--- src/rtl/pe_pkg.sv ---
package pe_pkg;
  typedef enum logic [1:0] {
    FR_NONE = 2'd0,
    FR_GOOD = 2'd1,
    FR_EST  = 2'd2
  } frame_kind_e;

  // limit in 1/256 LSB units: mantissa << (2*sel)
  function automatic logic [11:0] acc_limit(input logic [7:0] code);
    logic [11:0] m;
    m = {6'd0, code[5:0]};
    return m << {code[7:6], 1'b0};
  endfunction
endpackage

--- src/rtl/pe_frame_class.sv ---
module pe_frame_class
  import pe_pkg::*;
(
  input  logic        frame_i,
  input  logic        pos_valid_i,
  input  logic        crc_err_i,
  output frame_kind_e kind_o
);
  always_comb begin
    if (!frame_i)                       kind_o = FR_NONE;
    else if (pos_valid_i && !crc_err_i) kind_o = FR_GOOD;
    else                                kind_o = FR_EST;
  end
endmodule

--- src/rtl/pe_track.sv ---
module pe_track
  import pe_pkg::*;
#(
  parameter int POS_BITS = 24
) (
  input  logic                clk_i,
  input  logic                rst_ni,
  input  frame_kind_e         kind_i,
  input  logic [POS_BITS-1:0] pos_i,
  output logic [POS_BITS-1:0] pos_o,
  output logic [POS_BITS-1:0] vel_o,
  output logic                est_on_o
);
  logic [POS_BITS-1:0] pos_q, last_q, vel_q;
  logic                est_q;

  always_ff @(posedge clk_i or negedge rst_ni) begin
    if (!rst_ni) begin
      pos_q  <= '0;
      last_q <= '0;
      vel_q  <= '0;
      est_q  <= 1'b0;
    end else begin
      unique case (kind_i)
        FR_GOOD: begin
          pos_q  <= pos_i;
          vel_q  <= pos_i - last_q;
          last_q <= pos_i;
          est_q  <= 1'b0;
        end
        FR_EST: begin
          pos_q <= pos_q + vel_q;
          est_q <= 1'b1;
        end
        default: ;
      endcase
    end
  end

  assign pos_o    = pos_q;
  assign vel_o    = vel_q;
  assign est_on_o = est_q;

  assert_hold_R4: assert property (@(posedge clk_i) disable iff (!rst_ni)
    kind_i == FR_NONE |=> $stable(pos_q) && $stable(vel_q) && $stable(est_q));
  assert_good_load_R2: assert property (@(posedge clk_i) disable iff (!rst_ni)
    kind_i == FR_GOOD |=> !est_q && pos_q == $past(pos_i));
  assert_est_step_R3: assert property (@(posedge clk_i) disable iff (!rst_ni)
    kind_i == FR_EST |=> est_q && $stable(vel_q));
endmodule

--- src/rtl/pe_uncert.sv ---
module pe_uncert
  import pe_pkg::*;
#(
  parameter int DEV_W = 16,
  parameter int CNT_W = 4,
  parameter int ACC_W = 48
) (
  input  logic             clk_i,
  input  logic             rst_ni,
  input  frame_kind_e      kind_i,
  input  logic [DEV_W-1:0] max_dev_i,
  input  logic [7:0]       max_acc_i,
  output logic             dev_err_o,
  output logic [CNT_W-1:0] cnt_o
);
  localparam logic [CNT_W-1:0] CNT_MAX = '1;

  logic [ACC_W-1:0] vacc_q, pacc_q, vacc_nx, pacc_nx, lim, thr;
  logic [ACC_W:0]   vsum, psum;
  logic             err_q;
  logic [CNT_W-1:0] cnt_q;

  assign lim  = ACC_W'(acc_limit(max_acc_i));
  assign thr  = ACC_W'({max_dev_i, 8'h00});
  assign vsum = {1'b0, vacc_q} + {1'b0, lim};
  assign vacc_nx = vsum[ACC_W] ? '1 : vsum[ACC_W-1:0];
  assign psum = {1'b0, pacc_q} + {1'b0, vacc_nx};
  assign pacc_nx = psum[ACC_W] ? '1 : psum[ACC_W-1:0];

  always_ff @(posedge clk_i or negedge rst_ni) begin
    if (!rst_ni) begin
      vacc_q <= '0;
      pacc_q <= '0;
      err_q  <= 1'b0;
      cnt_q  <= '0;
    end else begin
      unique case (kind_i)
        FR_GOOD: begin
          vacc_q <= '0;
          pacc_q <= '0;
          err_q  <= 1'b0;
          cnt_q  <= '0;
        end
        FR_EST: begin
          vacc_q <= vacc_nx;
          pacc_q <= pacc_nx;
          err_q  <= err_q | (pacc_nx > thr);
          if (cnt_q != CNT_MAX) cnt_q <= cnt_q + 1'b1;
        end
        default: ;
      endcase
    end
  end

  assign dev_err_o = err_q;
  assign cnt_o     = cnt_q;

  assert_zero_limit_R5: assert property (@(posedge clk_i) disable iff (!rst_ni)
    kind_i == FR_EST && max_acc_i[5:0] == 6'd0 |=> vacc_q == $past(vacc_q));
  assert_pacc_grows_R6: assert property (@(posedge clk_i) disable iff (!rst_ni)
    kind_i == FR_EST |=> pacc_q >= $past(pacc_q));
  assert_err_sticky_R7: assert property (@(posedge clk_i) disable iff (!rst_ni)
    err_q && kind_i != FR_GOOD |=> err_q);
  assert_cnt_sat_R8: assert property (@(posedge clk_i) disable iff (!rst_ni)
    cnt_q == CNT_MAX && kind_i == FR_EST |=> cnt_q == CNT_MAX);
endmodule

--- src/rtl/pos_estimator.sv ---
module pos_estimator
  import pe_pkg::*;
#(
  parameter int POS_W    = 40,
  parameter int POS_BITS = 24,
  parameter int DEV_W    = 16,
  parameter int CNT_W    = 4,
  parameter int ACC_W    = 48
) (
  input  logic                clk_i,
  input  logic                rst_ni,
  input  logic                frame_i,
  input  logic [POS_W-1:0]    pos_i,
  input  logic                pos_valid_i,
  input  logic                crc_err_i,
  input  logic [DEV_W-1:0]    max_dev_i,
  input  logic [7:0]          max_acc_i,
  output logic [POS_W-1:0]    pos_o,
  output logic [POS_BITS-1:0] vel_o,
  output logic                est_on_o,
  output logic                dev_thr_err_o,
  output logic [CNT_W-1:0]    est_cnt_o
);
  localparam int PAD = POS_W - POS_BITS;

  frame_kind_e         kind;
  logic [POS_BITS-1:0] pos_meas;

  pe_frame_class u_class (
    .frame_i     (frame_i),
    .pos_valid_i (pos_valid_i),
    .crc_err_i   (crc_err_i),
    .kind_o      (kind)
  );

  pe_track #(.POS_BITS(POS_BITS)) u_track (
    .clk_i    (clk_i),
    .rst_ni   (rst_ni),
    .kind_i   (kind),
    .pos_i    (pos_i[POS_BITS-1:0]),
    .pos_o    (pos_meas),
    .vel_o    (vel_o),
    .est_on_o (est_on_o)
  );

  pe_uncert #(.DEV_W(DEV_W), .CNT_W(CNT_W), .ACC_W(ACC_W)) u_uncert (
    .clk_i     (clk_i),
    .rst_ni    (rst_ni),
    .kind_i    (kind),
    .max_dev_i (max_dev_i),
    .max_acc_i (max_acc_i),
    .dev_err_o (dev_thr_err_o),
    .cnt_o     (est_cnt_o)
  );

  generate
    if (PAD > 0) begin : g_pad
      logic unused_pos_hi;
      assign unused_pos_hi = ^pos_i[POS_W-1:POS_BITS];
      assign pos_o = {{PAD{1'b0}}, pos_meas};
      assert_upper_zero_R1: assert property (@(posedge clk_i) disable iff (!rst_ni)
        pos_o[POS_W-1:POS_BITS] == '0);
    end else begin : g_full
      assign pos_o = pos_meas;
    end
  endgenerate
endmodule

--- config.mk ---
export PLATFORM = sky130hd
export DESIGN_NAME = pos_estimator
export DESIGN_NICKNAME = d
export VERILOG_FILES = /design/src/rtl/pe_pkg.sv /design/src/rtl/pe_frame_class.sv /design/src/rtl/pe_track.sv /design/src/rtl/pe_uncert.sv /design/src/rtl/pos_estimator.sv
export SDC_FILE = /design/constraint.sdc
export NUM_CORES = 1
export LEC_CHECK = 0
export ABC_CLOCK_PERIOD_IN_PS = 10800
export BUFFER_PORTS_ARGS = -buffer_cell sky130_fd_sc_hd__buf_2
export CAP_MARGIN = 10
export CORE_MARGIN = 2
export CORE_UTILIZATION = 30
export DETAILED_ROUTE_END_ITERATION = 16
export SYNTH_ARGS = -nofsm -noshare
export SYNTH_HDL_FRONTEND = slang
export SYNTH_SLANG_ARGS = --single-unit
export TNS_END_PERCENT = 1
--- constraint.sdc ---
create_clock -name clk_i -period 10.8 [get_ports clk_i]
set_clock_uncertainty 0.15 [all_clocks]
set_input_delay 2.16 -clock clk_i [delete_from_list [all_inputs] [get_ports clk_i]]
set_output_delay 2.16 -clock clk_i [all_outputs]
set_load 0.1 [all_outputs]
### Yosys cells after proc, flatten, opt, wreduce, memory -nomap -nowiden

Index checks and enable logic that the tools add are counted.

| word-level totals | value |
|---|---|
| word-level logic and storage cells | 35 |
| input port bits | 69 |
| output and inout bits | 70 |
| register bits after elaboration | 174 |

| operators by class | value |
|---|---|
| multiplexer cells | 11 |
| equal/unequal tests | 4 |
| shift operators | 1 |
| add/subtract/negate cells | 5 |
| bitwise gates (word level) | 1 |
| order comparisons | 1 |
| reduce and logical (&&, ||, !) cells | 4 |

Operators by type and width:

| cell | count |
|---|---|
| case mux 48 bit (2 select lines) | 2 |
| 2-to-1 mux 48 bit | 2 |
| adder 48 x 12 -> 49 bit | 1 |
| adder 48 x 48 -> 49 bit | 1 |
| > comparator 48 x 24 -> 1 bit | 1 |
| case mux 24 bit (2 select lines) | 1 |
| adder 24 bit | 1 |
| subtractor 24 bit | 1 |
| left shift 6 x 3 -> 12 bit | 1 |
| case mux 4 bit (2 select lines) | 1 |
| adder 4 x 1 -> 4 bit (second input constant) | 1 |
| 2-to-1 mux 2 bit | 2 |
| 2-to-1 mux 4 bit | 1 |
| inequality test 4 bit (second input constant) | 1 |
| case mux 1 bit (2 select lines) | 2 |
| equality test 2 x 1 -> 1 bit (second input constant) | 1 |
| equality test 2 bit (second input constant) | 1 |
| inequality test 2 x 1 -> 1 bit (second input constant) | 1 |
| AND reduction 2 bit | 1 |
| nonzero test 2 bit | 1 |
| logical AND 1 bit | 1 |
| zero test 1 bit | 1 |
| OR 1 bit | 1 |

### Depth between registers and ports, before layout

| depth | value |
|---|---|
| word-level depth | 8 |
| depth in mapped cells | 39 |
| gate-level depth less buffers | 36 |

### Modules after synthesis

From an unflattened synthesis, not the netlist that was laid out.

| unflattened totals | value |
|---|---|
| cell total of the unflattened synthesis | 1847 |
| area, all modules | 15065.7 um2 |

By module, submodules not included:

| module | seq. area each (um2) | cells an instance | instances | area each (um2) |
|---|---|---|---|---|
| pe_uncert | 2527.4 | 1239 | 1 | 9724.3 |
| pe_track | 1826.8 | 588 | 1 | 5200.0 |
| pos_estimator | 0.0 | 17 | 1 | 123.9 |
| pe_frame_class | 0.0 | 3 | 1 | 17.5 |

### Least setup slack after synthesis

No wires, ideal clock.

| timing | value |
|---|---|
| kind | input -> register |
| start | input port max_acc_i[6] |
| end | register u_uncert.err_q (netlist: u_uncert.dev_err_o) |
| slack | 277 ps |
| path buffers | 7 |
| required time | 10518 ps |
| stages | 39 |
| arrival | 10241 ps |
| library setup time | 132 ps |
| path through | clkbuf_1 -> mux2_2 -> nor2b_1 -> ha_1 -> a21o_1 -> a21oi_1 -> o21bai_1 -> a21oi_1 -> o21bai_1 -> a21oi_1 -> o31a_1 -> or3_1 -> clkbuf_1 -> clkbuf_1 -> clkbuf_1 -> nand2_1 -> ha_1 -> clkbuf_1 -> [3 not listed] -> o31ai_1 -> a31oi_1 -> o21ai_1 -> a21boi_1 -> clkbuf_1 -> clkbuf_1 -> nand2_1 -> ha_1 -> a21o_1 -> a21o_1 -> a21oi_1 -> o21ai_0 -> o21ai_0 -> or4b_1 -> or3_1 -> or4_1 -> and4bb_1 -> a31oi_1 |

| between the ends | value |
|---|---|
| longest elaborated chain between the ends | 8 |

RTL lines:

| element | RTL line | RTL |
|---|---|---|
| start: declaration | pos_estimator.sv:17 | `input logic [7:0] max_acc_i,` |
| left shift 6 x 3 -> 12 bit | pe_pkg.sv:12 | `return m << {code[7:6], 1'b0};` |
| adder 48 x 12 -> 49 bit | pe_uncert.sv:25 | `assign vsum = {1'b0, vacc_q} + {1'b0, lim};` |
| 2-to-1 mux 48 bit | pe_uncert.sv:26 | `assign vacc_nx = vsum[ACC_W] ? '1 : vsum[ACC_W-1:0];` |
| adder 48 x 48 -> 49 bit | pe_uncert.sv:27 | `assign psum = {1'b0, pacc_q} + {1'b0, vacc_nx};` |
| 2-to-1 mux 48 bit | pe_uncert.sv:28 | `assign pacc_nx = psum[ACC_W] ? '1 : psum[ACC_W-1:0];` |
| > comparator 48 x 24 -> 1 bit | pe_uncert.sv:47 | `err_q <= err_q \| (pacc_nx > thr);` |
| OR 1 bit | pe_uncert.sv:47 |  |
| case mux 1 bit (2 select lines) | pe_uncert.sv:37 | `unique case (kind_i)` |
| end signal: assignment | pe_uncert.sv:47 |  |
| end: declaration | pe_uncert.sv:20 | `logic err_q;` |

No other way between the ends.
A chain may end at the register's enable or synchronous reset.

### Final worst setup path

Same ends and word-level chain as after synthesis.

==> impl_metrics.env <==
export IMPL_outcome="finished, final reports clean"
export IMPL_ios=139
export IMPL_synth_edf_count=0
export IMPL_synth_area_mm2=0.0140
export IMPL_finalCritPeriodShare_pct=94.2
export IMPL_hold_ws_ns=0.339
export IMPL_nNetsFinal=1992
export IMPL_grt_pass1_wl_um=66100
export IMPL_track_usage_pct=17.1
export IMPL_synth_top_cells_by_area="dfrtp_1 (31%), ha_1 (11%), a21oi_1 (5.4%)"
export IMPL_ir_worst_vdd_mv=0.276
export IMPL_setup_tns_ns=0
export IMPL_cts_hold_buf=0
export IMPL_synth_top_area_share_pct=31.1
export IMPL_die_area_mm2=0.0484
export IMPL_dr_total_vias=12800
export IMPL_setup_violations=0
export IMPL_drv_cap=0
export IMPL_synth_ff_latch_count=174
export IMPL_cts_tree="built"
export IMPL_drc=0
export IMPL_cpMostUsedCell="a21oi_1"
export IMPL_dpl_hpwl_um=29900
export IMPL_clkTransAtPathRegs_ns=0.07
export IMPL_cp_required_ns=10.98
export IMPL_rsz0062_at_grt="no"
export IMPL_die_x_um=220
export IMPL_grt_max_degree=96
export IMPL_slowest_stage="or3_2"
export IMPL_async_flop_share_pct=100
export IMPL_cts_setup_buffers=0
export IMPL_fillers=4813
export IMPL_setup_worst_path_class="in -> reg"
export IMPL_cts_resized=0
export IMPL_p_leak_nw=7.69
export IMPL_fmax_mhz=98.2
export IMPL_worst_setup_path_start_kind="input port"
export IMPL_synth_most_common_cell="nand2_1"
export IMPL_portBuffers=106
export IMPL_hold_path_class="reg -> reg"
export IMPL_fin_crit_ns=10.18
export IMPL_antenna_found_initial=4
export IMPL_clk_path_buf_depth=2
export IMPL_htree_levels=4
export IMPL_core_mm2=0.0464
export IMPL_yosysWarnings=0
export IMPL_grt_pass1_vias=12500
export IMPL_crit_path_max_incr_delay_ns=0.55
export IMPL_arrival_ns=10.36
export IMPL_start_util_pct=30.2
export IMPL_slew_violations=0
export IMPL_finalHoldViolCount=0
export IMPL_clk_latency_ns=0.46
export IMPL_gp_congestion=0.869
export IMPL_r2r_start="u_uncert.vacc_q[0]"
export IMPL_cts_buffers=17
export IMPL_drt_initial_drc_count=833
export IMPL_synth_cell_type_count=77
export IMPL_root_buffer="clkbuf_16"
export IMPL_power_density_mw_per_mm2=243
export IMPL_drive_gt1_share_pct=10.9
export IMPL_clock_sinks=174
export IMPL_crit_path_end_kind="flop"
export IMPL_fp_dieH_um=220
export IMPL_drt_pre_antenna_iters=7
export IMPL_slew_headroom_pct=27.3
export IMPL_synthToLayoutAreaGrowth_pct=13.5
export IMPL_gr_total_overflow=0
export IMPL_drt_antenna_violating_nets=0
export IMPL_cp_max_fo=33
export IMPL_via_per_inst=5.28
export IMPL_synthTopCellsByCount="nand2_1 (190), dfrtp_1 (174), a21oi_1 (152), nor2_1 (124), ha_1 (123)"
export IMPL_synth_top_area_cell="dfrtp_1"
export IMPL_synth_ff_type="dfrtp_1"
export IMPL_worstMarginPinSlew_ns=1.09
export IMPL_finalWirelength_um=41100
export IMPL_crit_path_start="max_acc_i[6]"
export IMPL_wl_per_cell_um=17.0
export IMPL_syn_area_per_cell_um2=8.19
export IMPL_hp_start="u_track.last_q[0]"
export IMPL_fp_row_count=79
export IMPL_synth_cells=1711
export IMPL_ys_seq_area_share_pct=31.1
layout by cell type (no fill, tap or decap), types with 25 or more instances in the layout:
cell      netlist  routed
nand2_1       190     189
nand2b_1       28      28
o21ai_1        28      28
buf_2           1     104
buf_4          16      39
and3_1         31      31
xnor2_1        75      75
a22o_1         30      30
inv_1          93      92
nor2_1        124     122
ha_1          123     123
o21a_1         34      34
o21ai_0       109     109
nand3_1        38      38
a21o_1         44      44
xor2_1         38      38
o211ai_1       25      25
nor3_1         28      28
a21oi_1       152     152
dfrtp_1       174     174
kinds of logic (layout without fill, tap and decap cells):
| group | Yosys count | count (layout) | share of synthesized area [%] |
|---|---|---|---|
| AO/OA/AOI/OAI | 558 | 558 | 25.6 |
| AND/OR/NAND/NOR | 540 | 540 | 18.3 |
| buffers and inverters | 186 | 269 | 5.42 |
| flip-flops | 174 | 174 | 31.1 |
| adder cells (fa/ha/maj) | 127 | 127 | 11.6 |
| XOR/XNOR | 113 | 113 | 7.07 |
| multiplexers | 12 | 12 | 0.929 |
| other | 1 | 17 | 0.0268 |
metal layers:
metal  share of wire, %  track usage [%]
met5              0.066                0
met1                 47             23.3
met2                 45             27.3
met4                1.7             4.03
met3                6.4             4.21
path summary, 6_finish.rpt:
kind,to,slack (ns),cells after the start
max,u_uncert.dev_err_o,0.62,36
min in group asynchronous,u_track.pos_o[18],1.66,1
min reg2reg,u_track.last_q[0],0.34,2
min,u_track.last_q[0],0.34,2
max in group asynchronous,u_uncert.pacc_q[8],7.18,2
max reg2reg,u_uncert.dev_err_o,2.32,34
flip-flops by register name, indices dropped and copies added, names as in the netlist:
signal / count
u_track.vel_o: 24
u_uncert.cnt_o: 4
u_track.pos_o: 24
u_uncert.dev_err_o: 1
u_track.est_on_o: 1
u_track.last_q: 24
u_uncert.pacc_q: 48
u_uncert.vacc_q: 48
worst max-delay path, delay by kind of cell:
family	cells	cell delay [ns]
AOI/OAI and AO/OA	18	3.18
adders and majority gates	3	0.87
buffers and inverters	4	0.89
muxes	1	0.37
and+or+nand+nor	10	2.86
report_power, final:
group	internal, mW	leakage, nW	total [mW]	switching (mW)
Sequential	0.794	2.25	0.908	0.114
Combinational	0.726	5.13	2.27	1.54
Clock	0.393	0.310	0.684	0.291
final cells by class:
class	count	area (µm²)	share of cell area, %
clock inverter	10	149	0.937
multi-input combinational	1366	8970	56.4
inverter	93	349	2.20
antenna	1	2.50	0.0157
sequential	174	4350	27.4
tap	607	759	4.78
timing repair buffer	144	825	5.19
clock buffer	22	484	3.05
metrics by stage:
stage	utilization, %	setup WS (ns)	power (mW)	std cells	instance area, µm²
CTS	34.3	0.745	3.87	2416	15900
floorplan	-	0.277	2.71	1726	14100
detailed placement	32.9	0.341	3.16	2384	15300
global route	34.3	0.00924	4.13	2416	15900
finish	34.3	0.622	3.86	2417	15900
global placement	32.9	0.336	3.12	2384	15300
No activity file was read; power rests on OpenSTA's default activity.
